[config.mk]
export PLATFORM = sky130hd
export DESIGN_NAME = shift_flag_unit
export DESIGN_NICKNAME = d
export VERILOG_FILES = /design/src/rtl/sfu_pkg.sv /design/src/rtl/sfu_shifter.sv /design/src/rtl/sfu_tmove.sv /design/src/rtl/sfu_status.sv /design/src/rtl/shift_flag_unit.sv
export SDC_FILE = /design/constraint.sdc
export NUM_CORES = 1
export LEC_CHECK = 0
export BUFFER_PORTS_ARGS = -buffer_cell sky130_fd_sc_hd__buf_2
export CAP_MARGIN = 10
export CORE_MARGIN = 1.5
export CORE_UTILIZATION = 40
export CTS_BUF_LIST = sky130_fd_sc_hd__clkbuf_2
export CTS_CLUSTER_DIAMETER = 100
export DETAILED_ROUTE_END_ITERATION = 8
export GPL_ROUTABILITY_DRIVEN = 0
export GPL_TIMING_DRIVEN = 0
export PLACE_DENSITY = 0.61
export SYNTH_ARGS = -nofsm -noshare
export SYNTH_HDL_FRONTEND = slang
export SYNTH_HIERARCHICAL = 1
export SYNTH_SLANG_ARGS = --single-unit
[constraint.sdc]
create_clock -name clk -period 1.7 [get_ports clk]
set_input_delay 0.17 -clock clk [delete_from_list [all_inputs] [get_ports clk]]
set_output_delay 0.17 -clock clk [all_outputs]
set_load 0.01 [all_outputs]
[src/rtl/sfu_pkg.sv]
package sfu_pkg;

    localparam int DW    = 8;
    localparam int HALF  = DW / 2;
    localparam int IDX_W = $clog2(DW);

    typedef enum logic [3:0] {
        OP_NOP  = 4'd0,
        OP_SHL  = 4'd1,
        OP_SHR  = 4'd2,
        OP_ROL  = 4'd3,
        OP_ROR  = 4'd4,
        OP_ASR  = 4'd5,
        OP_SWAP = 4'd6,
        OP_FSET = 4'd7,
        OP_FCLR = 4'd8,
        OP_TST  = 4'd9,
        OP_TLD  = 4'd10
    } sfu_op_e;

    localparam int FL_C = 0;
    localparam int FL_Z = 1;
    localparam int FL_N = 2;
    localparam int FL_V = 3;
    localparam int FL_S = 4;
    localparam int FL_H = 5;
    localparam int FL_T = 6;
    localparam int FL_I = 7;

    typedef struct packed {
        logic [DW-1:0] data;
        logic          cout;
    } shift_out_t;

    function automatic logic is_shift(input sfu_op_e o);
        return (o == OP_SHL) || (o == OP_SHR) || (o == OP_ROL) ||
               (o == OP_ROR) || (o == OP_ASR);
    endfunction

endpackage

[src/rtl/sfu_shifter.sv]
module sfu_shifter
    import sfu_pkg::*;
(
    input  sfu_op_e       op,
    input  logic [DW-1:0] a,
    input  logic          cin,
    output shift_out_t    q
);
    always_comb begin
        q.data = a;
        q.cout = cin;
        case (op)
            OP_SHL:  begin q.data = {a[DW-2:0], 1'b0};     q.cout = a[DW-1]; end
            OP_SHR:  begin q.data = {1'b0, a[DW-1:1]};     q.cout = a[0];    end
            OP_ROL:  begin q.data = {a[DW-2:0], cin};      q.cout = a[DW-1]; end
            OP_ROR:  begin q.data = {cin, a[DW-1:1]};      q.cout = a[0];    end
            OP_ASR:  begin q.data = {a[DW-1], a[DW-1:1]};  q.cout = a[0];    end
            OP_SWAP: q.data = {a[HALF-1:0], a[DW-1:HALF]};
            default: ;
        endcase
    end
endmodule

[src/rtl/sfu_tmove.sv]
module sfu_tmove
    import sfu_pkg::*;
(
    input  logic [DW-1:0]    a,
    input  logic [IDX_W-1:0] sel,
    input  logic             t_in,
    output logic [DW-1:0]    y,
    output logic             t_out
);
    assign t_out = a[sel];

    for (genvar i = 0; i < DW; i++) begin : g_bit
        assign y[i] = (sel == IDX_W'(i)) ? t_in : a[i];
    end
endmodule

[src/rtl/sfu_status.sv]
module sfu_status
    import sfu_pkg::*;
(
    input  logic             clk,
    input  logic             rst,
    input  logic             en,
    input  sfu_op_e          op,
    input  logic [IDX_W-1:0] sel,
    input  logic [DW-1:0]    a,
    input  shift_out_t       sh,
    input  logic             t_bit,
    output logic [DW-1:0]    status
);
    logic [DW-1:0] nxt;
    logic          n_f, v_f;

    assign n_f = sh.data[DW-1];
    assign v_f = n_f ^ sh.cout;

    always_comb begin
        nxt = status;
        if (is_shift(op)) begin
            nxt[FL_C] = sh.cout;
            nxt[FL_Z] = (sh.data == '0);
            nxt[FL_N] = n_f;
            nxt[FL_V] = v_f;
            nxt[FL_S] = n_f ^ v_f;
        end else begin
            case (op)
                OP_FSET: nxt[sel]  = 1'b1;
                OP_FCLR: nxt[sel]  = 1'b0;
                OP_TST:  nxt[FL_T] = t_bit;
                default: ;
            endcase
        end
    end

    always_ff @(posedge clk) begin
        if (rst)     status <= '0;
        else if (en) status <= nxt;
    end

    p_idle_hold_r1: assert property (@(posedge clk) disable iff (rst)
        !en |=> $stable(status));

    p_shl_carry_r2: assert property (@(posedge clk) disable iff (rst)
        (en && op == OP_SHL) |=> status[FL_C] == $past(a[DW-1]));

    p_swap_flags_r8: assert property (@(posedge clk) disable iff (rst)
        (en && op == OP_SWAP) |=> $stable(status));

    p_fset_index_r9: assert property (@(posedge clk) disable iff (rst)
        (en && op == OP_FSET) |=> status[$past(sel)] == 1'b1);

    p_fclr_index_r9: assert property (@(posedge clk) disable iff (rst)
        (en && op == OP_FCLR) |=> status[$past(sel)] == 1'b0);

    p_tld_flags_r11: assert property (@(posedge clk) disable iff (rst)
        (en && op == OP_TLD) |=> $stable(status));

    p_reset_clear_r12: assert property (@(posedge clk)
        rst |=> status == '0);
endmodule

[src/rtl/shift_flag_unit.sv]
module shift_flag_unit
    import sfu_pkg::*;
(
    input  logic         clk,
    input  logic         rst,
    input  logic         en,
    input  logic [3:0]   op,
    input  logic [7:0]   operand,
    input  logic [2:0]   bit_sel,
    output logic [7:0]   result,
    output logic         result_we,
    output logic [7:0]   status
);
    sfu_op_e    op_e;
    shift_out_t sh;
    logic [DW-1:0] tm_y;
    logic          t_bit;

    assign op_e = sfu_op_e'(op);

    sfu_shifter u_shift (
        .op  (op_e),
        .a   (operand),
        .cin (status[FL_C]),
        .q   (sh)
    );

    sfu_tmove u_tmove (
        .a     (operand),
        .sel   (bit_sel),
        .t_in  (status[FL_T]),
        .y     (tm_y),
        .t_out (t_bit)
    );

    sfu_status u_stat (
        .clk    (clk),
        .rst    (rst),
        .en     (en),
        .op     (op_e),
        .sel    (bit_sel),
        .a      (operand),
        .sh     (sh),
        .t_bit  (t_bit),
        .status (status)
    );

    always_comb begin
        result    = operand;
        result_we = 1'b0;
        if (is_shift(op_e) || op_e == OP_SWAP) begin
            result    = sh.data;
            result_we = en;
        end else if (op_e == OP_TLD) begin
            result    = tm_y;
            result_we = en;
        end
    end

    always_comb begin
        if (en && (op_e == OP_FSET || op_e == OP_FCLR || op_e == OP_TST))
            p_no_write_r9: assert (!result_we);
        if (en && op_e == OP_SWAP)
            p_swap_nibbles_r8: assert (result == {operand[3:0], operand[7:4]});
    end
endmodule

==> qor.yml <==
cells_and_area:
  multi_input_area_mm2: 0.00156
  synthToLayoutAreaGrowth_pct: 40.3
  final_cell_area_mm2: 0.00234
  layout-drive-gt1-share: 0.482
  diodes: 0
  regArea_um2: 168
  final_common_cell: "buf_2"
  num-fill-cells: 374
  nets: 271
  final_cell_mix: "buf_2 (22), buf_6 (19), mux2_4 (15), buf_4 (13), nor2_1 (12)"
yosys:
  synthFlopType: "dfxtp_1"
  yosys_register_bits: 8
  yosysUniqueCellTypes: 61
  yosysTopAreaCellShare: 0.0958
  synth_nets: 221
  synthCells: 203
  synth_edf_count: 0
  synth_seq_area_share: 0.0958
  synth.avg_cell_area_um2: 8.23
  async_flop_share: 0
  synth_area_mm2: 0.00167
  synth_area_leaders: "dfxtp_1 (9.6%), mux2_4 (7.2%), mux2_2 (6.7%)"
  yosysWarnings: 6
  yosysTopAreaCell: "dfxtp_1"
critical_path:
  crit_path_end_kind: "flip-flop"
  path_max_fanout: 4
  worstPathArrival_ns: 1.99
  reg2reg_slack_ns: -0.17
  required_ns: 1.83
  path_class: "flip-flop to flip-flop"
  rr_worst_depth: 8
  startpoint_type: "flip-flop"
sta:
  relSlewSlack: 0.648
  final_hold_viol_count: 0
  period_share: 1.10
  finalCriticalPeriod_ns: 1.87
  rsz0062_at_grt: "true"
  setup_violations: 10
  max_freq_mhz: 535
  drv_slew: 0
  fin_skew_ns: 0.00277
  fin_ws_ns: -0.168
  tightest_slew_ns: 0.515
detailed_routing:
  wl_per_cell_um: 17.5
  wl_met2_um: 2530
  met1Wirelength_um: 2500
  drcViolationCount: 0
  detail-route-antenna-nets: 0
  wl_um: 5270
  routed_via_density: 6.29
  drt_iter0_markers: 178
  vias: 1892
  dr.pass1.iters: 4
  dr_wl_met3_um: 208
  top_layer: "met4"
placed_design:
  hpwl_um: 3440
  place_area_mm2: 0.00190
  io_buffers: 34
power_and_ir_drop:
  power_uw: 914
  ir_worst_vdd_v: 0.000181
  power.density_mw_per_mm2: 390
  p_leak_nw: 0.906
floorplanning:
  initial_core_util: 0.418
  rows: 23
  die_area_mm2: 0.00458
  die_x_um: 67.6
  fp.dieH_um: 67.6
  core_mm2: 0.00400
  ios: 35
grt:
  overflow: 0
  grt_max_degree: 20
  grt_pass1_wl_um: 8240
  antenna_found_initial: 0
  grt_pass1_vias: 1621
  grt_usage: 0.235
clock_tree:
  cts.reportedPaths.clkPinSlew_ns: 0.09
  clk-insertion-delay-late_ns: 0.25
  cts_buffer_depth: 2
  cts_sinks: 8
  cts_tree: "done"
  cts_made_buffers: 3
  root_buffer: "clkbuf_2"
  htreeDepth: 1
run_status:
  status: "finished with violations"
  failed_checks: "negative setup slack"
run:
  cap_violations: 0
worst_hold_path:
  min_path_type: "input port to flip-flop"
-- power breakdown --
| group | internal (mW) | switching, mW | total [mW] |
|---|---|---|---|
| clock network | 0.0481 | 0.0738 | 0.122 |
| registers | 0.192 | 0.00456 | 0.197 |
| logic | 0.302 | 0.294 | 0.596 |
-- how the worst min path moves through the flow --
stage / from / endpoint / slack (ns) / depth (start not counted)
4_1_cts: rst / u_stat/status[6]$_SDFFE_PP0P_ / 0.17 / 2
3_5_place_dp: rst / u_stat/status[6]$_SDFFE_PP0P_ / 0.46 / 2
2_1_floorplan: rst / u_stat/status[6]$_SDFFE_PP0P_ / 0.24 / 1
5_1_grt: rst / flip-flop / 0.18 / 2
3_3_place_gp: rst / u_stat/status[6]$_SDFFE_PP0P_ / 0.45 / 2
6_report: rst / u_stat/status[6]$_SDFFE_PP0P_ / 0.18 / 2
-- worst max-delay path, cell delays in order (launching register included) --
cell and delay [ns]:
dfxtp_4 0.37, mux2_4 0.29, a32oi_4 0.20, a211oi_4 0.12
buf_4 0.17, buf_6 0.11, xor2_2 0.15, a221oi_2 0.27
a311oi_1 0.06
-- cell type report --
class | instances | area share
multi-input combinational | 171 | 0.665
timing repair buffer | 47 | 0.165
sequential | 8 | 0.0715
buffer | 15 | 0.0539
tap | 50 | 0.0267
inverter | 7 | 0.0112
clock buffer | 3 | 0.00640
-- kinds of logic after synthesis --
kind of cell           count (synthesis)  synth area share
flip-flops                             8            0.0958
multiplexers                          27             0.200
AND/OR/NAND/NOR                       77             0.302
XOR/XNOR                               1           0.00524
buffers and inverters                 24            0.0838
AO/OA/AOI/OAI                         66             0.314
-- per-layer routing --
layer	GRT usage	up-vias
met4	0.0230	0
met3	0.0383	8
met2	0.362	52
met1	0.350	929
li1	-	903
met5	0	-
-- stage by stage --
stage                     hold slack (ns)  instances  setup TNS (ns)  setup slack, ns   util
final                               0.184        301           -1.05           -0.168  0.586
after global routing                0.183        301           -1.50           -0.209  0.586
after CTS                           0.171        300          -0.635           -0.106  0.557
after detailed placement            0.456        287           -4.49           -0.719  0.476
after global placement              0.455        287           -4.52           -0.700  0.476
after floorplan                     0.239        203               0          0.00291      -
-- Yosys cell counts (4+ instances only) --
master and n:
nor3b_1 5, nor2_1 13, inv_1 6, a211oi_1 6, o31ai_1 4, o21ai_0 7, mux2_4 8, and3_1 4
nand3_1 4, nand3b_1 8, nand2_1 7, nor3_1 4, a21oi_1 12, a221o_1 6, nor4_1 4, buf_6 5
mux2_1 9, mux2_2 10, buf_2 7, dfxtp_1 8, nand4b_1 6, clkbuf_1 4, nand2b_1 4
-- repair_timing --
action,4_1_cts,5_1_grt
setup buffers,12,1
setup endpoints to repair,13,13
hold buffers,0,0
endpoints found under the hold margin,0,0
gates resized for setup,57,20
gates cloned,0,0
pin swaps,9,5
No activity file was read; power rests on OpenSTA's default activity.
